## config.mk

```make
export PLATFORM = sky130hd
export DESIGN_NAME = rtc_calendar
export DESIGN_NICKNAME = d
export VERILOG_FILES = /design/src/rtl/rtc_cal_pkg.sv /design/src/rtl/rtc_cal_time.sv /design/src/rtl/rtc_cal_fsm.sv /design/src/rtl/rtc_cal_flags.sv /design/src/rtl/rtc_calendar.sv
export SDC_FILE = /design/constraint.sdc
export NUM_CORES = 1
export LEC_CHECK = 0
export BUFFER_PORTS_ARGS = -buffer_cell sky130_fd_sc_hd__buf_2
export CORE_ASPECT_RATIO = 1.1
export CORE_MARGIN = 2
export CORE_UTILIZATION = 40
export DETAILED_ROUTE_END_ITERATION = 12
export PLACE_DENSITY = 0.67
export SLEW_MARGIN = 20
export SYNTH_ARGS = -nofsm -noshare
export SYNTH_HDL_FRONTEND = slang
export SYNTH_SLANG_ARGS = --single-unit
```

## constraint.sdc

```tcl
create_clock -name clk -period 2.05 [get_ports clk]
set_input_delay 0.3075 -clock clk [delete_from_list [all_inputs] [get_ports clk]]
set_output_delay 0.3075 -clock clk [all_outputs]
set_load 0.01 [all_outputs]
```

## src/rtl/rtc_cal_pkg.sv

```systemverilog
package rtc_cal_pkg;
    typedef enum logic [1:0] {S_HALT, S_RUN, S_EVAL} cal_state_e;

    localparam logic [3:0] W_HM     = 4'd0;
    localparam logic [3:0] W_SEC    = 4'd1;
    localparam logic [3:0] W_AHM    = 4'd2;
    localparam logic [3:0] W_ASEC   = 4'd3;
    localparam logic [3:0] W_CTRL   = 4'd4;
    localparam logic [3:0] W_STAT   = 4'd5;
    localparam logic [3:0] W_IEN    = 4'd6;
    localparam logic [3:0] W_SWATCH = 4'd7;
    localparam logic [3:0] W_DAY    = 4'd8;
    localparam logic [3:0] W_ADAY   = 4'd9;

    localparam int FLAG_SW    = 0;
    localparam int FLAG_ALARM = 2;
    localparam int FLAG_SEC   = 4;
    localparam int CTRL_RUN   = 7;
endpackage

```

## src/rtl/rtc_cal_time.sv

```systemverilog
module rtc_cal_time #(
    parameter int DAY_W = 16,
    parameter int HR_W  = 5,
    parameter int MN_W  = 6
) (
    input  logic             clk,
    input  logic             rst_n,
    input  logic             step,
    input  logic             wr_hm,
    input  logic             wr_sec,
    input  logic             wr_day,
    input  logic [15:0]      wdata,
    output logic [HR_W-1:0]  hr_q,
    output logic [MN_W-1:0]  mn_q,
    output logic [MN_W-1:0]  sc_q,
    output logic [DAY_W-1:0] day_q
);
    localparam logic [MN_W-1:0] MN_LAST = MN_W'(59);
    localparam logic [HR_W-1:0] HR_LAST = HR_W'(23);

    logic sc_wrap, mn_wrap, hr_wrap;

    always_comb begin
        sc_wrap = (sc_q >= MN_LAST);
        mn_wrap = sc_wrap && (mn_q >= MN_LAST);
        hr_wrap = mn_wrap && (hr_q >= HR_LAST);
    end

    always_ff @(posedge clk or negedge rst_n) begin
        if (!rst_n) begin
            hr_q  <= '0;
            mn_q  <= '0;
            sc_q  <= '0;
            day_q <= '0;
        end else begin
            if (wr_hm) begin
                hr_q <= wdata[8 +: HR_W];
                mn_q <= wdata[MN_W-1:0];
            end
            if (wr_sec) sc_q  <= wdata[MN_W-1:0];
            if (wr_day) day_q <= wdata[DAY_W-1:0];
            if (step) begin
                sc_q <= sc_wrap ? '0 : sc_q + 1'b1;
                if (sc_wrap) mn_q <= mn_wrap ? '0 : mn_q + 1'b1;
                if (mn_wrap) hr_q <= hr_wrap ? '0 : hr_q + 1'b1;
                if (hr_wrap) day_q <= day_q + 1'b1;
            end
        end
    end
endmodule

```

## src/rtl/rtc_cal_fsm.sv

```systemverilog
module rtc_cal_fsm
    import rtc_cal_pkg::*;
(
    input  logic       clk,
    input  logic       rst_n,
    input  logic       run_en,
    input  logic       tick,
    input  logic       time_wr,
    output logic       step,
    output logic       eval,
    output cal_state_e state_q
);
    cal_state_e state_d;
    logic       accept;

    assign accept = run_en && tick && !time_wr;

    always_ff @(posedge clk or negedge rst_n) begin
        if (!rst_n) state_q <= S_HALT;
        else        state_q <= state_d;
    end

    always_comb begin
        state_d = state_q;
        unique case (state_q)
            S_HALT: state_d = accept ? S_EVAL : (run_en ? S_RUN : S_HALT);
            S_RUN:  state_d = accept ? S_EVAL : (run_en ? S_RUN : S_HALT);
            S_EVAL: state_d = accept ? S_EVAL : (run_en ? S_RUN : S_HALT);
            default: state_d = S_HALT;
        endcase
    end

    always_comb begin
        step = accept;
        eval = 1'b0;
        unique case (state_q)
            S_HALT: eval = 1'b0;
            S_RUN:  eval = 1'b0;
            S_EVAL: eval = 1'b1;
            default: eval = 1'b0;
        endcase
    end
endmodule

```

## src/rtl/rtc_cal_flags.sv

```systemverilog
module rtc_cal_flags
    import rtc_cal_pkg::*;
(
    input  logic        clk,
    input  logic        rst_n,
    input  logic        eval,
    input  logic        match,
    input  logic        wr_stat,
    input  logic        wr_ien,
    input  logic [15:0] wdata,
    output logic [15:0] status_q,
    output logic [15:0] ien_q,
    output logic        irq
);
    localparam int NFLAG = 3;
    localparam int FLAG_POS [NFLAG] = '{FLAG_SW, FLAG_ALARM, FLAG_SEC};

    logic [NFLAG-1:0] set_v;
    logic [NFLAG-1:0] flag_q;

    assign set_v = {eval, eval && match, 1'b0};

    for (genvar g = 0; g < NFLAG; g++) begin : g_flag
        always_ff @(posedge clk or negedge rst_n) begin
            if (!rst_n)                           flag_q[g] <= 1'b0;
            else if (set_v[g])                    flag_q[g] <= 1'b1;
            else if (wr_stat && wdata[FLAG_POS[g]]) flag_q[g] <= 1'b0;
        end
    end

    always_comb begin
        status_q = '0;
        for (int i = 0; i < NFLAG; i++) status_q[FLAG_POS[i]] = flag_q[i];
    end

    always_ff @(posedge clk or negedge rst_n) begin
        if (!rst_n)      ien_q <= '0;
        else if (wr_ien) ien_q <= wdata;
    end

    assign irq = |(status_q & ien_q);
endmodule

```

## src/rtl/rtc_calendar.sv

```systemverilog
module rtc_calendar
    import rtc_cal_pkg::*;
#(
    parameter int DAY_W = 16
) (
    input  logic        clk,
    input  logic        rst_n,
    input  logic        tick_1hz,
    input  logic        bus_sel,
    input  logic        bus_wr,
    input  logic [5:0]  bus_addr,
    input  logic [15:0] bus_wdata,
    output logic [15:0] bus_rdata,
    output logic        irq_out
);
    localparam int HR_W = 5;
    localparam int MN_W = 6;

    logic [3:0]       word;
    logic [9:0]       wr_hit;
    logic             time_wr, step, eval, match, run_en;
    logic [HR_W-1:0]  t_hr, a_hr;
    logic [MN_W-1:0]  t_mn, t_sec, a_mn, a_sec;
    logic [DAY_W-1:0] t_day, a_day;
    logic [15:0]      ctrl_q, swatch_q, status_q, ien_q;
    cal_state_e       state_q;

    assign word = bus_addr[5:2];

    for (genvar g = 0; g < 10; g++) begin : g_dec
        assign wr_hit[g] = bus_sel && bus_wr && (word == 4'(g));
    end

    assign time_wr = wr_hit[W_HM] || wr_hit[W_SEC] || wr_hit[W_DAY];
    assign run_en  = ctrl_q[CTRL_RUN];

    rtc_cal_time #(.DAY_W(DAY_W), .HR_W(HR_W), .MN_W(MN_W)) u_time (
        .clk(clk), .rst_n(rst_n), .step(step),
        .wr_hm(wr_hit[W_HM]), .wr_sec(wr_hit[W_SEC]), .wr_day(wr_hit[W_DAY]),
        .wdata(bus_wdata),
        .hr_q(t_hr), .mn_q(t_mn), .sc_q(t_sec), .day_q(t_day)
    );

    rtc_cal_fsm u_fsm (
        .clk(clk), .rst_n(rst_n), .run_en(run_en), .tick(tick_1hz),
        .time_wr(time_wr), .step(step), .eval(eval), .state_q(state_q)
    );

    assign match = (t_hr == a_hr) && (t_mn == a_mn) &&
                   (t_sec == a_sec) && (t_day == a_day);

    rtc_cal_flags u_flags (
        .clk(clk), .rst_n(rst_n), .eval(eval), .match(match),
        .wr_stat(wr_hit[W_STAT]), .wr_ien(wr_hit[W_IEN]), .wdata(bus_wdata),
        .status_q(status_q), .ien_q(ien_q), .irq(irq_out)
    );

    always_ff @(posedge clk or negedge rst_n) begin
        if (!rst_n) begin
            a_hr     <= '0;
            a_mn     <= '0;
            a_sec    <= '0;
            a_day    <= '0;
            ctrl_q   <= '0;
            swatch_q <= '0;
        end else begin
            if (wr_hit[W_AHM]) begin
                a_hr <= bus_wdata[8 +: HR_W];
                a_mn <= bus_wdata[MN_W-1:0];
            end
            if (wr_hit[W_ASEC])   a_sec    <= bus_wdata[MN_W-1:0];
            if (wr_hit[W_ADAY])   a_day    <= bus_wdata[DAY_W-1:0];
            if (wr_hit[W_CTRL])   ctrl_q   <= bus_wdata;
            if (wr_hit[W_SWATCH]) swatch_q <= bus_wdata;
        end
    end

    always_comb begin
        bus_rdata = '0;
        case (word)
            W_HM:     bus_rdata = {3'b0, t_hr, 2'b0, t_mn};
            W_SEC:    bus_rdata = {10'b0, t_sec};
            W_AHM:    bus_rdata = {3'b0, a_hr, 2'b0, a_mn};
            W_ASEC:   bus_rdata = {10'b0, a_sec};
            W_CTRL:   bus_rdata = ctrl_q;
            W_STAT:   bus_rdata = status_q;
            W_IEN:    bus_rdata = ien_q;
            W_SWATCH: bus_rdata = swatch_q;
            W_DAY:    bus_rdata = 16'(t_day);
            W_ADAY:   bus_rdata = 16'(a_day);
            default:  bus_rdata = '0;
        endcase
    end
endmodule

```

==> results of run 1 <==
[worst paths after layout]
check / from / to / slack [ps] / cells past startpoint
worst max-delay path: u_time.sc_q[3] / bus_rdata[3] / -100 / 5
worst min-delay path: bus_wdata[6] / u_flags.ien_q[6] / 180 / 2
worst min register to register: u_fsm.state_q[1] / u_fsm.state_q[1] / 480 / 1
min in group asynchronous: rst_n / u_time.sc_q[3] / 350 / 2
worst max register to register: u_time.sc_q[0] / u_time.hr_q[2] / 100 / 7
max in group asynchronous: rst_n / a_hr[4] / 1080 / 3
[metrics by stage]
step,instances,instance area [µm²]
after floorplan,601,6590
after global placement,874,7450
after detailed placement,874,7450
after CTS,910,8110
after global routing,913,8180
final,913,8180
[state kept, by name (all words and copies together), names as in the netlist, 6 cells and up]
register,cells
ctrl_q,16
a_mn,6
a_sec,6
u_time.sc_q,6
u_flags.ien_q,16
u_time.day_q,16
u_time.mn_q,6
a_day,16
swatch_q,16
[worst register-to-register path: cells and delay by family (launching register included)]
family / cells / cell delay [ps]
AO/OA/AOI/OAI: 4 / 920
adder cells (fa/ha/maj): 1 / 230
buffers and inverters: 1 / 160
flip-flops: 1 / 390
AND/OR/NAND/NOR: 1 / 130
[routing by layer]
| metal | vias to the layer above | track usage [%] | wire (µm) |
|---|---|---|---|
| met5 | - | 0 | 0 |
| met4 | 0 | 10.2 | 804 |
| met3 | 71 | 5.36 | 1400 |
| met2 | 260 | 37.7 | 9760 |
| met1 | 2834 | 29.7 | 8160 |
| li1 | 2456 | - | - |
[synth_stat cells (4+ instances only)]
| cell | count |
|---|---|
| dfrtp_1 | 118 |
| mux2_2 | 91 |
| nand2_1 | 30 |
| nor2_1 | 30 |
| o21ai_0 | 22 |
| xnor2_1 | 20 |
| nand3_1 | 18 |
| a22oi_1 | 17 |
| a222oi_1 | 15 |
| buf_2 | 15 |
| nand4_1 | 15 |
| clkbuf_1 | 13 |
| xor2_1 | 13 |
| and3_1 | 12 |
| inv_1 | 12 |
| a21oi_1 | 8 |
| nor2b_1 | 8 |
| and2_1 | 7 |
| buf_4 | 7 |
| nor3_1 | 7 |
| o21ai_1 | 7 |
| o22ai_1 | 7 |
| mux2i_1 | 6 |
| nor4_1 | 6 |
| a211oi_1 | 5 |
| a22o_1 | 5 |
| a221oi_2 | 4 |
| a31oi_1 | 4 |
| ha_1 | 4 |
| nand2b_1 | 4 |
| nor3_2 | 4 |
[power groups by stage]
| stage | clock network (mW) | logic [mW] | registers, mW |
|---|---|---|---|
| finish | 2.91 | 1.88 | 3.26 |
| global placement | 0 | 1.69 | 3.25 |
| global route | 3.06 | 2.03 | 3.32 |
| detailed placement | 0 | 1.74 | 3.29 |
| CTS | 2.95 | 1.82 | 3.25 |
| floorplan | 0 | 1.12 | 3.15 |
[cells in the final DEF, fill, tap and decap left out, drive strengths merged, types with 5 or more instances in the layout]
cell    synthesis  layout
nor4            7       7
nand4          15      15
o22ai           7       7
a21oi          11      11
and2            8       8
a222oi         15      15
nor2           31      31
nor2b           9       9
and3           12      12
a22o            5       5
clkbuf         14      22
xor2           13      13
xnor2          20      20
a221oi          6       6
inv            12      12
mux2i           6       6
nor3           11      11
o21ai          32      32
a22oi          17      17
mux2           91      91
a211oi          5       5
nand2          32      32
buf            27     117
nand3          20      20
dfrtp         118     118
clkinv          0       5
[kinds of logic (layout without fill, tap and decap cells)]
logic type	after synthesis	after routing	synth area share, %
AOI/OAI and AO/OA	133	133	15.7
buffers and inverters	53	161	4.06
xor gates and xnor gates	33	33	4.39
muxes	97	97	16.5
and+or+nand+nor	163	163	13.8
adders and majority gates	4	4	0.759
DFF	118	118	44.8
[layout make-up]
| class | count | share of cell area [%] |
|---|---|---|
| clock buffer | 22 | 5.92 |
| clock inverter | 9 | 1.22 |
| inverter | 12 | 0.550 |
| multi-input combinational | 430 | 42.1 |
| sequential | 118 | 36.1 |
| tap | 204 | 3.12 |
| timing repair buffer | 118 | 11.0 |
[repair_timing]
item / CTS / global route
hold buffers: 1 / 0
hold endpoints to repair: 22 / 0
setup endpoints to repair: 11 / 31
resized for setup: 7 / 15
pin swaps: 6 / 8
buffers inserted: 4 / 3
==> summary.txt, run 1 <==
Outcome
  • Violated checks: setup timing
  • Status: complete, but fails checks

Place
  • RePlAce Congestion: 0.960
  • Placement Setup Slack: -88.8 ps
  • DPL Wire Length: 14500 µm
  • IO buf count: 41

Worst setup path
  • Crit Path Category: reg -> out
  • Critical path, cell by cell: buf_6 > mux2_2 > a222oi_1 > o211ai_1 > buf_2
  • Worst EP required: 1740 ps
  • Max FO, Critical Path: 2
  • Startpoint types: flip-flop
  • Worst Path Arrival: 1840 ps
  • CP bufs+invs: 2
  • Slowest stage delay, CP: 380 ps
  • Critical-path top delay cell: dfrtp_1
  • Crit end category: output port
  • Crit path max-delay family: compound AO/OA/AOI/OAI gates

Pwr
  • Switching pwr: 2.40 mW
  • Int Power: 5.65 mW
  • Power share of the combinational group: 23.3%
  • VDD IR max: 0.000678 V
  • Clk pwr share: 36.2%
  • Lkg Pwr: 3.58 nW
  • Design Power: 8.05 mW
  • Sequential power share: 40.5%
  • Cell area power density: 983 nW/µm²
  • Sw frac: 29.8%

STA
  • Endpoints failing setup: 2
  • Hold WS: 181 ps
  • RSZ-0062 raised after global routing: true
  • Worst Skew: 18.6 ps
  • Transition time of the tightest slew-check pin: 682 ps
  • Period Utilization, post-route: 105%
  • Period minus WS final: 2150 ps
  • Setup TNS Final: -111 ps
  • Final WS setup: -102 ps
  • Fin. Hold Viols: 0
  • Max frequency: 465 MHz
  • Pins Over Slew Limit: 0
  • Slew margin rel.: 54.5%

Layout
  • Sequential cell area: 2950 µm²
  • Net count, final: 728
  • Area Overhead vs Synth: 24.2%
  • Antenna Cells: 0
  • Share of layout cells above drive strength 1: 38.6%
  • # fillers: 1421
  • Core Util, Final: 50.4%
  • Multi-input gate area: 3450 µm²

Drt
  • Final wirelength: 20100 µm
  • DR pass1 iterations: 8
  • DR vias/cell: 6.16
  • Initial drt markers: 548
  • Vias post-DR: 5621
  • Post-route ant nets: 0
  • DRC Markers: 0
  • WL/cell: 22.0 µm

Floorplanning
  • Core area: 16200 µm²
  • # IOs: 44
  • Die height: 139 µm
  • Die area: 17500 µm²
  • Die W: 126 µm
  • Initial Util: 40.6%
  • FP Rows: 49

Logic synthesis
  • #FFs+latches synth: 118
  • Share of the synthesized area in the top cell type: 44.8%
  • Syn nets: 632
  • Synth Flop Type: dfrtp_1
  • Sequential area share after synthesis: 44.8%
  • Cells after Synth: 601
  • Syn avg cell area: 11.0 µm²
  • Post-synth top area cell: dfrtp_1
  • Yosys cell types: 74
  • Synth Cell Area: 6590 µm²
  • Synth area leaders: dfrtp_1 45%, mux2_2 16%, xnor2_1 2.7%, a222oi_1 2.3%, a22oi_1 1.9%
  • YS warnings: 0
  • Async SR Flop Fraction: 100%
  • Post-synth EDFFs: 0

Run
  • Max-Cap Viols: 0

Clock tree
  • TritonCTS Buffers: 17
  • Clock root cell: clkbuf_16
  • TritonCTS clock tree: built
  • Worst skew pair latency: 420 ps
  • CTS Sinks: 118
  • Max H-tree Level: 4
  • Bufs on Longest Clock Path: 2
  • Clock transition at path regs: 60 ps

Global route
  • Antenna violations before repair: 0
  • Largest net degree at the start of global routing: 39
  • Overall fraction of global-route tracks in use: 23.3%
  • Global-route wire length before repair: 31700 µm
  • Grt total ovfl: 0
  • Vias in the first global route: 5719

Min path
  • Min-delay worst type: in -> reg
Note: power is estimated with default switching activity, not from simulation.
==> inputs of run 2 (changes only) <==
- PLACE_DENSITY: 0.67 -> 0.69
- clock period: 2.05 -> 1.9 ns (I/O delays scaled with it)
==> run 2 against run 1 <==
  * The run still ends with setup timing left
  * Clock power grew 7.2%
  * Flip-flop and latch count is the same
  * Via count grew 3.2%
  * Largest cell class unchanged
==> summary.txt, run 2 (same netlist as run 1, synthesis figures left out) <==
Worst setup path
  • Crit Path Category: reg -> out
  • Startpoint types: flip-flop
  • Worst EP required: 1620 ps
  • Setup slack, reg-to-reg: 40 ps
  • Worst Path Arrival: 1800 ps
  • Max FO, Critical Path: 3
  • Crit end category: output port

Clock tree
  • Clock root cell: clkbuf_16
  • TritonCTS clock tree: built
  • Worst skew pair latency: 420 ps
  • Bufs on Longest Clock Path: 2
  • Max H-tree Level: 4
  • Clock transition at path regs: 50 ps
  • TritonCTS Buffers: 17
  • CTS Sinks: 118

Layout
  • Antenna Cells: 0
  • Most frequent cells in the layout: 117 x dfrtp_1, 88 x mux2_2, 85 x buf_4
  • Design area: 8620 µm²
  • Commonest non-fill, non-tap cell in the layout: dfrtp_1
  • Core Util, Final: 53.1%
  • Share of layout cells above drive strength 1: 43.0%
  • Area Overhead vs Synth: 30.8%
  • Net count, final: 764

Floorplanning
  • Die area: 17500 µm²
  • Initial Util: 40.6%
  • Die W: 126 µm
  • Core area: 16200 µm²
  • Die height: 139 µm
  • # IOs: 44
  • FP Rows: 49

STA
  • Endpoints failing setup: 10
  • Slew margin rel.: 55.0%
  • Final WS setup: -189 ps
  • Pins Over Slew Limit: 0
  • Period Utilization, post-route: 110%
  • Max frequency: 479 MHz
  • Fin. Hold Viols: 0
  • RSZ-0062 raised after global routing: true
  • Transition time of the tightest slew-check pin: 675 ps
  • Period minus WS final: 2090 ps
  • Worst Skew: 7.62 ps

Global route
  • Overall fraction of global-route tracks in use: 23.9%
  • Vias in the first global route: 5938
  • Antenna violations before repair: 0
  • Largest net degree at the start of global routing: 47
  • Global-route wire length before repair: 32500 µm
  • Grt total ovfl: 0

Pwr
  • Switching pwr: 2.65 mW
  • VDD IR max: 0.000619 V
  • Int Power: 6.25 mW
  • Sequential power share: 39.2%
  • Cell area power density: 1030 nW/µm²
  • Lkg Pwr: 3.79 nW
  • Clk pwr share: 35.0%
  • Sw frac: 29.8%
  • Power share of the combinational group: 25.8%
  • Design Power: 8.90 mW

Place
  • Placement Setup Slack: -174 ps
  • DPL Wire Length: 14300 µm
  • IO buf count: 41
  • Post-DP Area: 7560 µm²
  • RePlAce Congestion: 0.941

Drt
  • Initial drt markers: 735
  • DRC Markers: 0
  • M1 WL: 8180 µm
  • Post-route ant nets: 0
  • WL/cell: 22.1 µm
  • Top layer in use: met4
  • Met3 wire len: 1660 µm
  • DR vias/cell: 6.11
  • Final wirelength: 20900 µm
  • DR pass1 iterations: 7
  • Met2 wire length: 10100 µm
  • Vias post-DR: 5803

Run
  • Max-Cap Viols: 0

Outcome
  • Status: complete, but fails checks
  • Violated checks: setup timing

Min path
  • Min-delay worst type: in -> reg
==> run 2: changes by cell type in the layout (fill, tap and decap cells not counted), moves of 4 or more <==
cell / change
o21ai_1: +4
clkinv_2: -4
buf_6: +17
o21ai_0: -5
buf_4: +17
clkbuf_1: +4
==> run 2: routing by layer <==
layer  up-vias  GRT usage, %
met3        74          4.63
li1       2526             -
met5         -             0
met1      2864          30.4
met2       339          38.5
met4         0          12.7
==> run 2: power groups by stage <==
stage | clock [mW] | combinational (mW) | sequential (mW)
global placement | 0 | 1.90 | 3.47
floorplan | 0 | 1.21 | 3.40
global route | 3.28 | 2.47 | 3.54
CTS | 3.16 | 2.15 | 3.46
finish | 3.12 | 2.30 | 3.48
detailed placement | 0 | 1.98 | 3.51
==> run 2: final timing paths <==
path / from / to / depth (start not counted)
worst max-delay path: u_time.sc_q[3] / bus_rdata[3] / 5
worst min-delay path: bus_wdata[13] / ctrl_q[13] / 2
worst max register to register: u_time.sc_q[1] / u_time.day_q[3] / 8
worst min register to register: u_fsm.state_q[1] / u_fsm.state_q[1] / 1
max in group asynchronous: rst_n / u_flags.ien_q[14] / 3
min in group asynchronous: rst_n / u_time.sc_q[3] / 2
==> run 2: timing repair <==
action / CTS / global route
resized for setup: 30 / 39
endpoints found under the setup margin: 32 / 33
hold buffers: 1 / 0
endpoints found under the hold margin: 29 / 0
setup buffers: 18 / 10
gates cloned: 1 / 0
pin swaps: 20 / 19
==> run 2: layout make-up <==
type,count,area (µm²)
Sequential cell,118,2950
Timing Repair Buffer,154,1240
Inverter,12,45.0
Clock buffer,29,541
Fill cell,1365,7620
Tap cell,204,255
Multi-Input combinational cell,430,3550
Clock inverter,2,35.0
==> run 2: worst max-delay path, cell delays in order (launching register included) <==
cell	delay, ps
dfrtp_1	390
buf_6	130
mux2_2	260
a222oi_1	230
o211ai_1	190
buf_2	180
==> run 2: per-stage QoR <==
stage	TNS, ps	cells	hold WS, ps
global route	-1300	949	174
CTS	-661	939	142
floorplan	0	601	-10.6
detailed placement	-2660	889	288
global placement	-1610	889	285
finish	-673	949	165
